### src/rtl/ata_tf_pkg.sv
package ata_tf_pkg;

  // register offsets (behavioural: the host decodes these)
  localparam logic [2:0] OFS_DATA = 3'd0;
  localparam logic [2:0] OFS_ERRF = 3'd1;
  localparam logic [2:0] OFS_CNT  = 3'd2;
  localparam logic [2:0] OFS_LBAL = 3'd3;
  localparam logic [2:0] OFS_LBAM = 3'd4;
  localparam logic [2:0] OFS_LBAH = 3'd5;
  localparam logic [2:0] OFS_DEV  = 3'd6;
  localparam logic [2:0] OFS_CMD  = 3'd7;

  localparam int TF_FIRST = 2;
  localparam int TF_LAST  = 6;

  localparam logic [7:0] ST_BSY  = 8'h80;
  localparam logic [7:0] ST_DRDY = 8'h40;
  localparam logic [7:0] ST_DRQ  = 8'h08;
  localparam logic [7:0] ST_ERR  = 8'h01;
  localparam logic [7:0] ERR_ABRT = 8'h04;

  localparam logic [7:0] OP_RD_DMA = 8'hC8;
  localparam logic [7:0] OP_WR_DMA = 8'hCA;
  localparam logic [7:0] OP_FLUSH  = 8'hE7;
  localparam logic [7:0] OP_IDENT  = 8'hEC;
  localparam logic [7:0] OP_PKT    = 8'hA0;
  localparam logic [7:0] OP_DSM    = 8'h06;

  typedef enum logic [1:0] {
    CS_IDLE,
    CS_IDENT,
    CS_FLUSH,
    CS_DMA
  } ctrlStateT;

  typedef struct packed {
    logic tfWrAllow;
    logic errClear;
    logic errAbort;
    logic identStart;
    logic identStep;
  } dpStrobesT;

  function automatic logic [15:0] identWord(input logic [7:0] low);
    return {~low, low};
  endfunction

endpackage

### src/rtl/ata_tf_regs.sv
module ata_tf_regs
  import ata_tf_pkg::*;
#(
  parameter int ID_WORDS = 256
) (
  input  logic        clk,
  input  logic        rstN,
  input  logic [2:0]  hostAddr,
  input  logic        hostWrEn,
  input  logic [7:0]  hostWrData,
  input  dpStrobesT   strb,
  input  logic [7:0]  statusByte,
  output logic [15:0] hostRdData,
  output logic        devSel,
  output logic [23:0] cmdLba,
  output logic [8:0]  cmdCount,
  output logic        identLast,
  output logic [7:0]  errCode
);

  localparam int IDX_W = (ID_WORDS > 1) ? $clog2(ID_WORDS) : 1;

  logic [7:0]       tfFile [TF_FIRST:TF_LAST];
  logic [7:0]       errReg;
  logic [IDX_W-1:0] wordIdx;
  logic [15:0]      idxWide;
  logic             drqOn;

  always_ff @(posedge clk or negedge rstN) begin
    if (!rstN) begin
      for (int i = TF_FIRST; i <= TF_LAST; i++) tfFile[i] <= '0;
    end else if (hostWrEn && strb.tfWrAllow) begin
      for (int i = TF_FIRST; i <= TF_LAST; i++)
        if (hostAddr == 3'(i)) tfFile[i] <= hostWrData;
    end
  end

  always_ff @(posedge clk or negedge rstN) begin
    if (!rstN)               errReg <= '0;
    else if (strb.errAbort)  errReg <= ERR_ABRT;
    else if (strb.errClear)  errReg <= '0;
  end

  always_ff @(posedge clk or negedge rstN) begin
    if (!rstN)                wordIdx <= '0;
    else if (strb.identStart) wordIdx <= '0;
    else if (strb.identStep)  wordIdx <= wordIdx + 1'b1;
  end

  assign identLast = (wordIdx == IDX_W'(ID_WORDS - 1));
  assign idxWide   = 16'(wordIdx);
  assign drqOn     = (statusByte & ST_DRQ) != 8'h00;
  assign devSel    = tfFile[OFS_DEV][4];
  assign cmdLba    = {tfFile[OFS_LBAH], tfFile[OFS_LBAM], tfFile[OFS_LBAL]};
  assign cmdCount  = (tfFile[OFS_CNT] == 8'h00) ? 9'd256 : {1'b0, tfFile[OFS_CNT]};
  assign errCode   = errReg;

  always_comb begin
    hostRdData = 16'h0000;
    unique case (hostAddr)
      OFS_DATA: hostRdData = drqOn ? identWord(idxWide[7:0]) : 16'h0000;
      OFS_ERRF: hostRdData = {8'h00, errReg};
      OFS_CNT:  hostRdData = {8'h00, tfFile[OFS_CNT]};
      OFS_LBAL: hostRdData = {8'h00, tfFile[OFS_LBAL]};
      OFS_LBAM: hostRdData = {8'h00, tfFile[OFS_LBAM]};
      OFS_LBAH: hostRdData = {8'h00, tfFile[OFS_LBAH]};
      OFS_DEV:  hostRdData = {8'h00, tfFile[OFS_DEV]};
      OFS_CMD:  hostRdData = {8'h00, statusByte};
      default:  hostRdData = 16'h0000;
    endcase
  end


  ident_step_chk: assert property (@(posedge clk) disable iff (!rstN)
    strb.identStep && !strb.identStart && !identLast |=> wordIdx == $past(wordIdx) + 1'b1);


  busy_hold_chk: assert property (@(posedge clk) disable iff (!rstN)
    !strb.tfWrAllow |=> $stable(cmdLba) && $stable(cmdCount) && $stable(devSel));

endmodule

### src/rtl/ata_tf_ctrl.sv
module ata_tf_ctrl
  import ata_tf_pkg::*;
#(
  parameter bit DEV_ID = 1'b0
) (
  input  logic       clk,
  input  logic       rstN,
  input  logic [2:0] hostAddr,
  input  logic       hostWrEn,
  input  logic       hostRdEn,
  input  logic [7:0] cmdByte,
  input  logic       devSel,
  input  logic       identLast,
  input  logic       beDone,
  input  logic       beErr,
  input  logic       dmaDone,
  input  logic       dmaErr,
  output dpStrobesT  strb,
  output logic [7:0] statusByte,
  output logic       intrq,
  output logic       beReq,
  output logic       dmaReq,
  output logic       dmaToHost
);

  ctrlStateT state;
  logic errFlag, intrFlag, toHost;
  logic bsy, drq, cmdWr, accept, stsRead, intrSet;
  logic flushEnd, dmaEnd, identStep;
  logic opIdent, opFlush, opDmaIn, opDma, opBad;

  assign bsy     = (state == CS_FLUSH) || (state == CS_DMA);
  assign drq     = (state == CS_IDENT);
  assign cmdWr   = hostWrEn && (hostAddr == OFS_CMD);
  assign accept  = cmdWr && !bsy && (devSel == DEV_ID);
  assign stsRead = hostRdEn && (hostAddr == OFS_CMD);

  assign opIdent = (cmdByte == OP_IDENT);
  assign opFlush = (cmdByte == OP_FLUSH);
  assign opDmaIn = (cmdByte == OP_RD_DMA) || (cmdByte == OP_PKT);
  assign opDma   = opDmaIn || (cmdByte == OP_WR_DMA) || (cmdByte == OP_DSM);
  assign opBad   = !(opIdent || opFlush || opDma);

  assign flushEnd  = (state == CS_FLUSH) && beDone;
  assign dmaEnd    = (state == CS_DMA) && dmaDone;
  assign identStep = drq && hostRdEn && (hostAddr == OFS_DATA);
  assign intrSet   = (accept && (opIdent || opBad)) || flushEnd || dmaEnd;

  always_ff @(posedge clk or negedge rstN) begin
    if (!rstN) begin
      state    <= CS_IDLE;
      errFlag  <= 1'b0;
      intrFlag <= 1'b0;
      toHost   <= 1'b0;
    end else begin
      intrFlag <= intrSet | (intrFlag & ~stsRead);
      if (accept) begin
        errFlag <= opBad;
        if (opIdent)      state <= CS_IDENT;
        else if (opFlush) state <= CS_FLUSH;
        else if (opDma) begin
          state  <= CS_DMA;
          toHost <= opDmaIn;
        end else          state <= CS_IDLE;
      end else if (flushEnd) begin
        state   <= CS_IDLE;
        errFlag <= beErr;
      end else if (dmaEnd) begin
        state   <= CS_IDLE;
        errFlag <= dmaErr;
      end else if (identStep && identLast) begin
        state <= CS_IDLE;
      end
    end
  end

  always_comb begin
    strb.tfWrAllow  = !bsy;
    strb.errClear   = accept;
    strb.errAbort   = (accept && opBad) || (flushEnd && beErr) || (dmaEnd && dmaErr);
    strb.identStart = accept && opIdent;
    strb.identStep  = identStep;
  end

  assign statusByte = (bsy ? ST_BSY : 8'h00) | ST_DRDY |
                      (drq ? ST_DRQ : 8'h00) | (errFlag ? ST_ERR : 8'h00);
  assign intrq     = intrFlag;
  assign beReq     = (state == CS_FLUSH);
  assign dmaReq    = (state == CS_DMA);
  assign dmaToHost = toHost;


  intr_clear_chk: assert property (@(posedge clk) disable iff (!rstN)
    stsRead && !intrSet |=> !intrq);


  busy_cmd_ignore_chk: assert property (@(posedge clk) disable iff (!rstN)
    beReq && !beDone |=> beReq);


  req_excl_chk: assert property (@(posedge clk) disable iff (!rstN)
    $onehot0({beReq, dmaReq, drq}));

endmodule

### src/rtl/ata_taskfile.sv
module ata_taskfile
  import ata_tf_pkg::*;
#(
  parameter int ID_WORDS = 256,
  parameter bit DEV_ID   = 1'b0
) (
  input  logic        clk,
  input  logic        rstN,
  input  logic [2:0]  hostAddr,
  input  logic        hostWrEn,
  input  logic [7:0]  hostWrData,
  input  logic        hostRdEn,
  output logic [15:0] hostRdData,
  output logic        intrq,
  output logic [23:0] cmdLba,
  output logic [8:0]  cmdCount,
  output logic        beReq,
  input  logic        beDone,
  input  logic        beErr,
  output logic        dmaReq,
  output logic        dmaToHost,
  input  logic        dmaDone,
  input  logic        dmaErr
);

  dpStrobesT  strb;
  logic [7:0] statusByte;
  logic [7:0] errCode;
  logic       devSel;
  logic       identLast;

  ata_tf_ctrl #(.DEV_ID(DEV_ID)) u_ctrl (
    .clk(clk), .rstN(rstN), .hostAddr(hostAddr), .hostWrEn(hostWrEn),
    .hostRdEn(hostRdEn), .cmdByte(hostWrData), .devSel(devSel),
    .identLast(identLast), .beDone(beDone), .beErr(beErr),
    .dmaDone(dmaDone), .dmaErr(dmaErr), .strb(strb),
    .statusByte(statusByte), .intrq(intrq), .beReq(beReq),
    .dmaReq(dmaReq), .dmaToHost(dmaToHost)
  );

  ata_tf_regs #(.ID_WORDS(ID_WORDS)) u_regs (
    .clk(clk), .rstN(rstN), .hostAddr(hostAddr), .hostWrEn(hostWrEn),
    .hostWrData(hostWrData), .strb(strb), .statusByte(statusByte),
    .hostRdData(hostRdData), .devSel(devSel), .cmdLba(cmdLba),
    .cmdCount(cmdCount), .identLast(identLast), .errCode(errCode)
  );


  err_code_chk: assert property (@(posedge clk) disable iff (!rstN)
    (statusByte & ST_ERR) != 8'h00 |-> errCode == ERR_ABRT);

endmodule

### config.mk
export PLATFORM = sky130hd
export DESIGN_NAME = ata_taskfile
export DESIGN_NICKNAME = d
export VERILOG_FILES = /design/src/rtl/ata_tf_pkg.sv /design/src/rtl/ata_tf_regs.sv /design/src/rtl/ata_tf_ctrl.sv /design/src/rtl/ata_taskfile.sv
export SDC_FILE = /design/constraint.sdc
export NUM_CORES = 1
export LEC_CHECK = 0
export ABC_AREA = 1
export BUFFER_PORTS_ARGS = -buffer_cell sky130_fd_sc_hd__buf_2
export CAP_MARGIN = 10
export CORE_AREA = 4 4 85 87
export CTS_CLUSTER_SIZE = 25
export DETAILED_ROUTE_END_ITERATION = 16
export DIE_AREA = 0 0 89 91
export PLACE_DENSITY_LB_ADDON = 0.2
export SYNTH_ARGS = -nofsm -noshare
export SYNTH_HDL_FRONTEND = slang
export SYNTH_SLANG_ARGS = --single-unit
### constraint.sdc
create_clock -name clk -period 1.4 [get_ports clk]
set_clock_uncertainty 0.15 [all_clocks]
set_input_delay 0.28 -clock clk [delete_from_list [all_inputs] [get_ports clk]]
set_output_delay 0.28 -clock clk [all_outputs]
set_load 0.1 [all_outputs]
==> results.cfg <==
[timing]
timing.hold.ws_ps = 140
drv_slew = 0
timing.final.crit_share = 1.49
setup_slack_ps = -693
setup_viol = 93
setup_tns_ps = -18560
min_period_ps = 2090
hold_viol_final = 0
fmax_mhz = 478
worst_slew_pin_slew_ps = 619
relSlewSlack = 0.586
rsz0062_at_grt = true

[min_path]
hold_start = hostRdEn
hp-class = input port to register
hold_end = u_regs.wordIdx[2]
hold_depth = 3

[cts]
cts_buffer_depth = 2
clk_transition_reported_paths_ps = 100
cts_tree = yes
ctsHtreeMaxLevel = 2
cts.sinks = 54
clk_latency_ps = 310
cts_buffers = 5
cts-root-buf = clkbuf_8

[final_layout]
nNetsFinal = 566
drive_gt1_frac = 0.428
finalNonFillerCells = 624
seqCellArea_sq_um = 1350
nFillCells = 345
area_growth_pct = 76.0
multi_input_area_sq_um = 1540
diodes = 0

[synth]
synth_commonest_cells = 88 x nand2_1, 56 x o21ai_0, 54 x dfrtp_1
syn-instance-count = 406
muxShareOfSynthArea = 0
synth_xor_area_frac = 0.00855
synth_top_area_share = 0.440
synth.area.top_cells = dfrtp_1 44%, nand2_1 11%, o21ai_0 9.1%
ys_seq_area_frac = 0.440
synth_edf_count = 0
synth_simple_gate_area_frac = 0.249
synth-compound-area-share = 0.153
synth_top_family_by_area = simple AND/OR/NAND/NOR gates
syn-num-nets = 426
synth_warnings = 0
yosysMostFrequentCell = nand2_1
ys_types = 27
synthArstFlopShare = 1.00
syn_area_sq_um = 3070
synth-adder-area-share = 0.00407
synth_top_area_cell = dfrtp_1
synth_seq_cells = 54
syn_area_per_cell_sq_um = 7.57
synth_top_flop_cell = dfrtp_1

[floorplan]
initial_core_util = 0.484
ios = 72
die_area_sq_um = 8100
fp.dieH_um = 91
core_sq_um = 6350
die_x_um = 89
rows = 29

[routing]
drt-initial-drc-count = 221
wl_um = 11400
first_pass_iters = 6
wl_per_cell_um = 18.3
ant_nets = 0
viasPerCell = 5.49
drc = 0
vias = 3424

[global_routing]
grt_usage = 0.275
grt_pass1_vias = 3444
grt-ovfl-total = 0
grt_pass1_wl_um = 17300
antenna_found_initial = 0
grt_max_degree = 55

[setup_path]
reg2reg_from = u_ctrl.state[1]
required_ps = 970
critPathMaxFanout = 6
regToRegSetupSlack_ps = -310
reg2reg_depth = 8
critical_path_class = register to output pin
cp-end-kind = output pin
cp-start-kind = register
worstReg2RegEnd = u_ctrl.errFlag
cp_data_arrival_time_ps = 1660

[pwr]
vdd_ir_drop_max_v = 0.00121
p_leak_uw = 0.00261
power_uw = 7170
power_density_nw_per_um2 = 1330

[status]
violations = negative setup slack
status = finished, violations left

[flow_run]
cap_violations = 0

[placement]
gp_congestion = 0.955
place_inst = 602
port_buffers = 71
hpwl_um = 7610
-- cell usage in the layout, fill, tap and decap left out, drive strengths merged, types with 4 or more instances in the layout --
cell type  count
o2111ai        4
nand3         21
o21ai         56
inv           50
dfrtp         54
a21oi         16
buf          167
nand2         95
clkbuf         9
nor2          51
a22oi          6
-- kinds of logic after synthesis --
family | Yosys count
DFF | 54
AOI/OAI and AO/OA | 86
adders and majority gates | 1
buffers and inverters | 88
xor gates and xnor gates | 3
and+or+nand+nor | 174
-- worst max-delay path: stages (launching register included) --
cell and delay (ps):
dfrtp_1 410, inv_2 70, nand2_2 70, nor2_4 160, inv_6 70, o211ai_1 290, clkbuf_16 270
-- area by class of cell --
class                      count  area share
timing repair buffer         170       0.394
multi-input combinational    265       0.284
inverter                      49      0.0361
timing repair inverter         1    0.000694
clock buffer                   7      0.0160
tap                           77      0.0178
sequential                    54       0.250
clock inverter                 1     0.00162
-- worst max-delay path by stage --
stage / depth (start not counted) / start / endpoint
final: 6 / u_ctrl.state[1] / hostRdData[4]
after global routing: 6 / u_ctrl.state[1] / hostRdData[4]
after CTS: 6 / u_ctrl.state[1] / hostRdData[4]
after detailed placement: 7 / hostAddr[1] / hostRdData[3]
after global placement: 7 / hostAddr[1] / hostRdData[0]
after floorplan: 7 / hostAddr[1] / hostRdData[4]
-- report_power, final --
part	internal, uW	leakage (uW)	switching, uW	total [uW]
logic	1590	0.00191	2540	4130
registers	1830	0.000653	264	2090
clock network	411	0.0000489	545	956
-- sequential cells by signal (all words and copies together) (netlist names) --
name and cells:
u_regs.errCode 1, u_regs.tfFile 15, u_ctrl.intrq 1, u_regs.cmdLba 24, u_regs.wordIdx 8, u_ctrl.state 2, u_ctrl.errFlag 1, u_ctrl.dmaToHost 1
u_regs.devSel 1
-- metal layers --
metal	vias to the layer above	track usage	part of all wire
met4	0	0.0968	0.036
met1	1649	0.350	0.38
met2	171	0.460	0.51
met3	39	0.0570	0.075
li1	1565	-	-
met5	-	0	0
-- through the flow --
stage	worst slack (ps)	util	area, sq um
after global placement	-495	0.752	4770
final	-693	0.852	5410
after floorplan	-1430	-	3120
after global routing	-784	0.852	5410
after detailed placement	-517	0.752	4770
after CTS	-635	0.828	5260
-- repair_timing --
item,CTS,global route
endpoints found under the setup margin,105,101
hold endpoints to repair,54,0
hold buffers,1,0
pin swaps,10,10
cloned,3,1
resized for setup,82,37
setup buffers,20,13
Power figures use the tool's default switching activity.
